--- config.mk ---
export PLATFORM = sky130hd
export DESIGN_NAME = font_stream_dec
export DESIGN_NICKNAME = d
export VERILOG_FILES = /design/src/rtl/fsd_pkg.sv /design/src/rtl/fsd_classify.sv /design/src/rtl/fsd_addr.sv /design/src/rtl/fsd_ctrl.sv /design/src/rtl/font_stream_dec.sv
export SDC_FILE = /design/constraint.sdc
export NUM_CORES = 1
export LEC_CHECK = 0
export BUFFER_PORTS_ARGS = -buffer_cell sky130_fd_sc_hd__buf_2
export CAP_MARGIN = 0
export CORE_UTILIZATION = 40
export CTS_CLUSTER_SIZE = 24
export DETAILED_ROUTE_END_ITERATION = 12
export SYNTH_ARGS = -nofsm -noshare
export SYNTH_HDL_FRONTEND = slang
export SYNTH_SLANG_ARGS = --single-unit
--- constraint.sdc ---
create_clock -name clk -period 4.1 [get_ports clk]
set_clock_uncertainty 0.05 [all_clocks]
set_input_delay 0.82 -clock clk [delete_from_list [all_inputs] [get_ports clk]]
set_output_delay 0.82 -clock clk [all_outputs]
set_load 0.02 [all_outputs]
--- src/rtl/fsd_pkg.sv ---
package fsd_pkg;

  typedef enum logic [1:0] {
    TAG_LINE = 2'b00,
    TAG_LSTR = 2'b01,
    TAG_RSVD = 2'b10,
    TAG_SEG  = 2'b11
  } tag_e;

  typedef enum logic [2:0] {
    ST_IDLE,
    ST_SEG,
    ST_LINE,
    ST_INFO,
    ST_NEXT,
    ST_STREAM
  } st_e;

  function automatic tag_e tag_of(input logic [1:0] top);
    return tag_e'(top);
  endfunction

endpackage

--- src/rtl/fsd_classify.sv ---
module fsd_classify
  import fsd_pkg::*;
#(
  parameter int BYTE_W = 8,
  parameter int SEG_W  = 4,
  parameter int LINE_W = 4,
  parameter int DATA_W = 5
) (
  input  logic [BYTE_W-1:0] byte_i,
  output tag_e              tag_o,
  output logic [SEG_W-1:0]  seg_val_o,
  output logic [LINE_W-1:0] line_val_o,
  output logic [DATA_W-1:0] pix_o
);

  logic ign_unused;

  assign tag_o      = tag_of(byte_i[BYTE_W-1 -: 2]);
  assign seg_val_o  = byte_i[SEG_W-1:0];
  assign line_val_o = byte_i[LINE_W-1:0];
  assign pix_o      = byte_i[DATA_W-1:0];
  assign ign_unused = ^byte_i;

endmodule

--- src/rtl/fsd_addr.sv ---
module fsd_addr #(
  parameter int SEG_W      = 4,
  parameter int LINE_W     = 4,
  parameter int USER_CODES = 8
) (
  input  logic              clk,
  input  logic              rst_n,
  input  logic              ld_seg_i,
  input  logic              ld_line_i,
  input  logic              adv_i,
  input  logic [SEG_W-1:0]  seg_val_i,
  input  logic [LINE_W-1:0] line_val_i,
  output logic [SEG_W-1:0]  seg_o,
  output logic [LINE_W-1:0] line_o,
  output logic              new_ok_o,
  output logic              cur_ok_o
);

  localparam logic [LINE_W-1:0] LINE_LAST = '1;

  function automatic logic code_ok(input logic [SEG_W-1:0] s);
    return 32'(s) < USER_CODES;
  endfunction

  function automatic logic [LINE_W-1:0] line_step(input logic [LINE_W-1:0] l);
    return (l == LINE_LAST) ? '0 : l + 1'b1;
  endfunction

  function automatic logic [SEG_W-1:0] seg_step(input logic [SEG_W-1:0] s,
                                                input logic [LINE_W-1:0] l);
    return (l == LINE_LAST) ? s + 1'b1 : s;
  endfunction

  logic [SEG_W-1:0]  seg_q;
  logic [LINE_W-1:0] line_q;
  logic              wrap_evt;

  assign wrap_evt = adv_i && (line_q == LINE_LAST);

  always_ff @(posedge clk or negedge rst_n) begin
    if (!rst_n) begin
      seg_q  <= '0;
      line_q <= '0;
    end else begin
      if (ld_seg_i)       seg_q <= seg_val_i;
      else if (adv_i)     seg_q <= seg_step(seg_q, line_q);
      if (ld_line_i)      line_q <= line_val_i;
      else if (adv_i)     line_q <= line_step(line_q);
    end
  end

  assign seg_o    = seg_q;
  assign line_o   = line_q;
  assign new_ok_o = code_ok(seg_val_i);
  assign cur_ok_o = code_ok(seg_q);


  line_wrap_chk: assert property (@(posedge clk) disable iff (!rst_n)
    wrap_evt && !ld_seg_i && !ld_line_i |=> (line_q == '0) && (seg_q == $past(seg_q) + 1'b1));


  adv_in_range_chk: assert property (@(posedge clk) disable iff (!rst_n)
    adv_i |-> code_ok(seg_q));

endmodule

--- src/rtl/fsd_ctrl.sv ---
module fsd_ctrl
  import fsd_pkg::*;
(
  input  logic clk,
  input  logic rst_n,
  input  logic start_i,
  input  logic stop_i,
  input  logic vld_i,
  input  tag_e tag_i,
  input  logic new_ok_i,
  input  logic cur_ok_i,
  output logic ld_seg_o,
  output logic ld_line_o,
  output logic wr_o,
  output logic adv_o,
  output logic err_o
);

  st_e st_q, st_d;

  always_comb begin
    st_d      = st_q;
    ld_seg_o  = 1'b0;
    ld_line_o = 1'b0;
    wr_o      = 1'b0;
    adv_o     = 1'b0;
    err_o     = 1'b0;
    if (start_i) begin
      st_d = ST_SEG;
    end else if (stop_i) begin
      st_d = ST_IDLE;
    end else if (vld_i) begin
      unique case (st_q)
        ST_IDLE: err_o = 1'b1;
        ST_SEG: begin
          if (tag_i == TAG_SEG && new_ok_i) begin
            ld_seg_o = 1'b1;
            st_d     = ST_LINE;
          end else err_o = 1'b1;
        end
        ST_LINE: begin
          if (tag_i == TAG_LINE) begin
            ld_line_o = 1'b1;
            st_d      = ST_INFO;
          end else if (tag_i == TAG_LSTR) begin
            ld_line_o = 1'b1;
            st_d      = ST_STREAM;
          end else err_o = 1'b1;
        end
        ST_INFO: begin
          wr_o = 1'b1;
          st_d = ST_NEXT;
        end
        ST_NEXT: begin
          if (tag_i == TAG_SEG && new_ok_i) begin
            ld_seg_o = 1'b1;
            st_d     = ST_LINE;
          end else if (tag_i == TAG_LINE) begin
            ld_line_o = 1'b1;
            st_d      = ST_INFO;
          end else err_o = 1'b1;
        end
        ST_STREAM: begin
          if (cur_ok_i) begin
            wr_o  = 1'b1;
            adv_o = 1'b1;
          end else err_o = 1'b1;
        end
        default: st_d = ST_IDLE;
      endcase
    end
  end

  always_ff @(posedge clk or negedge rst_n) begin
    if (!rst_n) st_q <= ST_IDLE;
    else        st_q <= st_d;
  end


  stream_sticky_chk: assert property (@(posedge clk) disable iff (!rst_n)
    (st_q == ST_STREAM) && !start_i && !stop_i |=> st_q == ST_STREAM);


  stop_idle_chk: assert property (@(posedge clk) disable iff (!rst_n)
    stop_i && !start_i |=> st_q == ST_IDLE);


  err_holds_state_chk: assert property (@(posedge clk) disable iff (!rst_n)
    err_o |=> $stable(st_q));


  wr_err_excl_chk: assert property (@(posedge clk) disable iff (!rst_n)
    !(wr_o && err_o));

endmodule

--- src/rtl/font_stream_dec.sv ---
module font_stream_dec
  import fsd_pkg::*;
#(
  parameter int BYTE_W     = 8,
  parameter int SEG_W      = 4,
  parameter int LINE_W     = 4,
  parameter int DATA_W     = 5,
  parameter int USER_CODES = 8,
  localparam int CODE_W    = $clog2(USER_CODES),
  localparam int ADDR_W    = CODE_W + LINE_W
) (
  input  logic              clk,
  input  logic              rst_n,
  input  logic              start_i,
  input  logic              stop_i,
  input  logic              byte_vld_i,
  input  logic [BYTE_W-1:0] byte_i,
  output logic              wr_en_o,
  output logic [ADDR_W-1:0] wr_addr_o,
  output logic [DATA_W-1:0] wr_data_o,
  output logic              err_o
);

  tag_e              tag;
  logic [SEG_W-1:0]  seg_val, seg_cur;
  logic [LINE_W-1:0] line_val, line_cur;
  logic [DATA_W-1:0] pix;
  logic              ld_seg, ld_line, do_wr, do_adv, seq_err, new_ok, cur_ok;

  fsd_classify #(.BYTE_W(BYTE_W), .SEG_W(SEG_W), .LINE_W(LINE_W), .DATA_W(DATA_W)) u_cls (
    .byte_i(byte_i), .tag_o(tag), .seg_val_o(seg_val), .line_val_o(line_val), .pix_o(pix)
  );

  fsd_ctrl u_ctrl (
    .clk(clk), .rst_n(rst_n), .start_i(start_i), .stop_i(stop_i), .vld_i(byte_vld_i),
    .tag_i(tag), .new_ok_i(new_ok), .cur_ok_i(cur_ok), .ld_seg_o(ld_seg),
    .ld_line_o(ld_line), .wr_o(do_wr), .adv_o(do_adv), .err_o(seq_err)
  );

  fsd_addr #(.SEG_W(SEG_W), .LINE_W(LINE_W), .USER_CODES(USER_CODES)) u_addr (
    .clk(clk), .rst_n(rst_n), .ld_seg_i(ld_seg), .ld_line_i(ld_line), .adv_i(do_adv),
    .seg_val_i(seg_val), .line_val_i(line_val), .seg_o(seg_cur), .line_o(line_cur),
    .new_ok_o(new_ok), .cur_ok_o(cur_ok)
  );

  always_ff @(posedge clk or negedge rst_n) begin
    if (!rst_n) begin
      wr_en_o   <= 1'b0;
      err_o     <= 1'b0;
      wr_addr_o <= '0;
      wr_data_o <= '0;
    end else begin
      wr_en_o <= do_wr;
      err_o   <= seq_err;
      if (do_wr) begin
        wr_addr_o <= {seg_cur[CODE_W-1:0], line_cur};
        wr_data_o <= pix;
      end
    end
  end


  wr_follows_byte_chk: assert property (@(posedge clk) disable iff (!rst_n)
    wr_en_o |-> $past(byte_vld_i));


  out_excl_chk: assert property (@(posedge clk) disable iff (!rst_n)
    !(wr_en_o && err_o));

endmodule

==> key figures <==
Power
  • NetSw: 0.000113 W
  • Power Density: 273 nW/um^2
  • Switching Fraction: 0.262
  • Int Pwr: 0.000319 W
  • Leakage power: 0.807 nW
  • Sequential Power Share: 0.625
  • Worst vdd ir: 0.0792 mV
  • Gate power share: 0.130
  • Clock power frac: 0.245

Finish
  • Most frequent cells in the layout: 25 x dfrtp_1, 25 x buf_2, 8 x nand2_1
  • Share of cells above drive strength 1: 0.268
  • Multi-input logic area: 723 sq um
  • Total inserted antenna cells: 0
  • Post-layout nets: 169
  • Design Area, Final: 1580 sq um
  • Area growth, synth to finish: 12.2%
  • FF/Latch Area: 626 sq um
  • Fillers: 352

Setup path
  • Critical Path AT: 2.21 ns
  • Worst endpoint required time: 4.25 ns
  • Setup CP Type: flip-flop to flip-flop
  • Crit path max fanout: 17
  • Reg2reg path depth: 3
  • Critical path endpoint category: flip-flop
  • CP Launch Type: flip-flop

Synth
  • Synth Area in Adders: 0.0177
  • Number of synthesized flops with an enable pin: 0
  • Post-Synthesis Cells: 131
  • Synth Flop Type: dfrtp_1
  • Mux contribution to synthesized area: 0.116
  • Compound-gate portion of the synthesized area: 0.152
  • Syn_nets: 146
  • Avg Inst Size Synth: 10.8 sq um
  • Async S/R FF share, synth: 1.00
  • Main combinational cell family by area after synthesis: simple AND/OR/NAND/NOR gates
  • Synthesized area: 1410 sq um
  • Ys Warns: 0
  • Xor/xnor share of the synthesized area: 0.0310
  • Register area share after synthesis: 0.443
  • Simple-gate share of the synthesized area: 0.196
  • Synth Register Bits: 25
  • Post-synth cell types: 48

Die
  • Row count: 21
  • Die W: 61.4 um
  • Starting Density: 0.420
  • Die Span Y: 61.4 um
  • Die ar.: 3770 sq um
  • Core area: 3360 sq um
  • # IOs: 27

Clocking
  • Hold buffer count at cts: 0
  • CTS root buf: clkbuf_4
  • Clock transition at the registers of the reported paths: 0.13 ns
  • CTS tree: built
  • CTS buffer count: 3
  • CTS max path bufs: 2
  • Post-CTS Repair Setup Buffers: 0
  • H-tree Lvls: 1
  • Clock latency on the worst-skew pair: 0.30 ns
  • Sink Count: 25
  • Cts repair resizes: 0

Job
  • Max Cap Viol: 0

STA
  • Final Cycle Share: 0.503
  • F_max: 485 MHz
  • RSZ-0062 raised after global routing: false
  • Final max-slew violation count: 0
  • Worst Max-Slew Pin Slew: 0.698 ns
  • Crit path time final: 2.06 ns
  • Final Hold Viols: 0
  • Final setup fails: 0
  • Setup tns final: 0 ns
  • Worst slew margin: 0.535

Placement
  • IO buf count: 25
  • RD Place Congestion: 0.780
  • Area after DPL: 1560 sq um
  • HPWL after detailed placement: 2020 um

Route
  • Post-DRT Antenna Nets: 0
  • DRC Markers: 0
  • DR vias: 1103
  • 1st-pass router iterations: 4
  • Detailed Route Iter0 Violations: 36
  • Vias/cell: 5.54
  • Routed WL per cell: 13.7 um
  • Total routed wirelength: 2730 um

Global routing
  • GR Util All Layers: 0.173
  • Initial antenna violation count: 0
  • Congestion Overflow GR: 0
  • Vias in the first global route: 1073
  • Global-route wire length before repair: 4770 um
  • Largest net degree at the start of global routing: 26

Run status
  • Status: complete, no violations

Hold path
  • Hold crit path type: primary input to async pin
## layout make-up
cell class                      count  area share
Clock buffer                        4      0.0166
Inverter                            7      0.0166
Multi-Input combinational cell     92       0.457
Sequential cell                    25       0.395
Tap cell                           46      0.0363
Timing Repair Buffer               25      0.0790
## worst max-delay path: stages (launching register included)
cell and delay, ns:
dfrtp_1 0.70, nor2b_1 0.18, o21ai_2 0.61, mux2_2 0.41
## power groups by stage
stage / combinational [W] / clock, W / sequential [W]
floorplan: 0.0000330 / 0 / 0.000275
global placement: 0.0000549 / 0 / 0.000274
detailed placement: 0.0000573 / 0 / 0.000276
CTS: 0.0000575 / 0.000111 / 0.000271
global route: 0.0000638 / 0.000122 / 0.000273
finish: 0.0000564 / 0.000106 / 0.000270
## metal layers
layer,vias up,wire [um],global-route usage
li1,528,-,-
met1,537,1180,0.209
met2,38,1420,0.325
met3,0,133,0.0189
met4,0,0,0.0444
met5,-,0,0
## cells in the mapped netlist, types with 2 or more instances
| master | n | share of area |
|---|---|---|
| dfrtp_1 | 25 | 0.44 |
| nand2_1 | 8 | 0.021 |
| inv_1 | 7 | 0.019 |
| a21oi_1 | 6 | 0.021 |
| mux2_1 | 6 | 0.048 |
| nor2_1 | 6 | 0.016 |
| o21ai_0 | 6 | 0.021 |
| buf_2 | 5 | 0.018 |
| mux2_2 | 5 | 0.040 |
| mux2i_1 | 4 | 0.028 |
| nor2b_1 | 4 | 0.018 |
| o21ai_1 | 4 | 0.014 |
| xnor2_1 | 3 | 0.019 |
| a221o_1 | 2 | 0.014 |
| a31oi_1 | 2 | 0.0089 |
| ha_1 | 2 | 0.018 |
| nand3_1 | 2 | 0.0071 |
| nand4_1 | 2 | 0.0089 |
| nor4_1 | 2 | 0.0089 |
| xor2_1 | 2 | 0.012 |
## cells by family after synthesis
group,count (synthesis)
multiplexers,15
XOR/XNOR,5
flip-flops,25
buffers and inverters,14
adder cells (fa/ha/maj),2
AO/OA/AOI/OAI,31
AND/OR/NAND/NOR,39
## flip-flops by register name, summed over array words and instances (netlist names)
signal / flops
wr_addr_o: 7
wr_data_o: 5
u_addr.line_o: 4
u_addr.seg_o: 4
u_ctrl.st_q: 3
err_o: 1
wr_en_o: 1
## metrics by stage
stage	utilization	hold WS, ns	power, W	worst slack, ns	cells
after floorplan	-	0.457	0.000308	2.07	131
after global placement	0.463	0.408	0.000329	1.86	195
after detailed placement	0.463	0.427	0.000333	1.84	195
after CTS	0.471	0.451	0.000439	1.98	199
after global routing	0.471	0.469	0.000459	1.83	199
final	0.471	0.431	0.000433	2.04	199
## path summary, 6_finish.rpt
check,startpoint,to,slack [ns]
worst min-delay path,rst_n,wr_data_o[0],0.43
worst min register to register,wr_addr_o[2],wr_addr_o[2],0.44
min in group clk,wr_addr_o[2],wr_addr_o[2],0.44
worst max register to register,u_ctrl.st_q[2],wr_data_o[3],2.04
worst max-delay path,u_ctrl.st_q[2],wr_data_o[3],2.04
max in group asynchronous,rst_n,u_ctrl.st_q[2],3.21
Power figures use the tool's default switching activity.
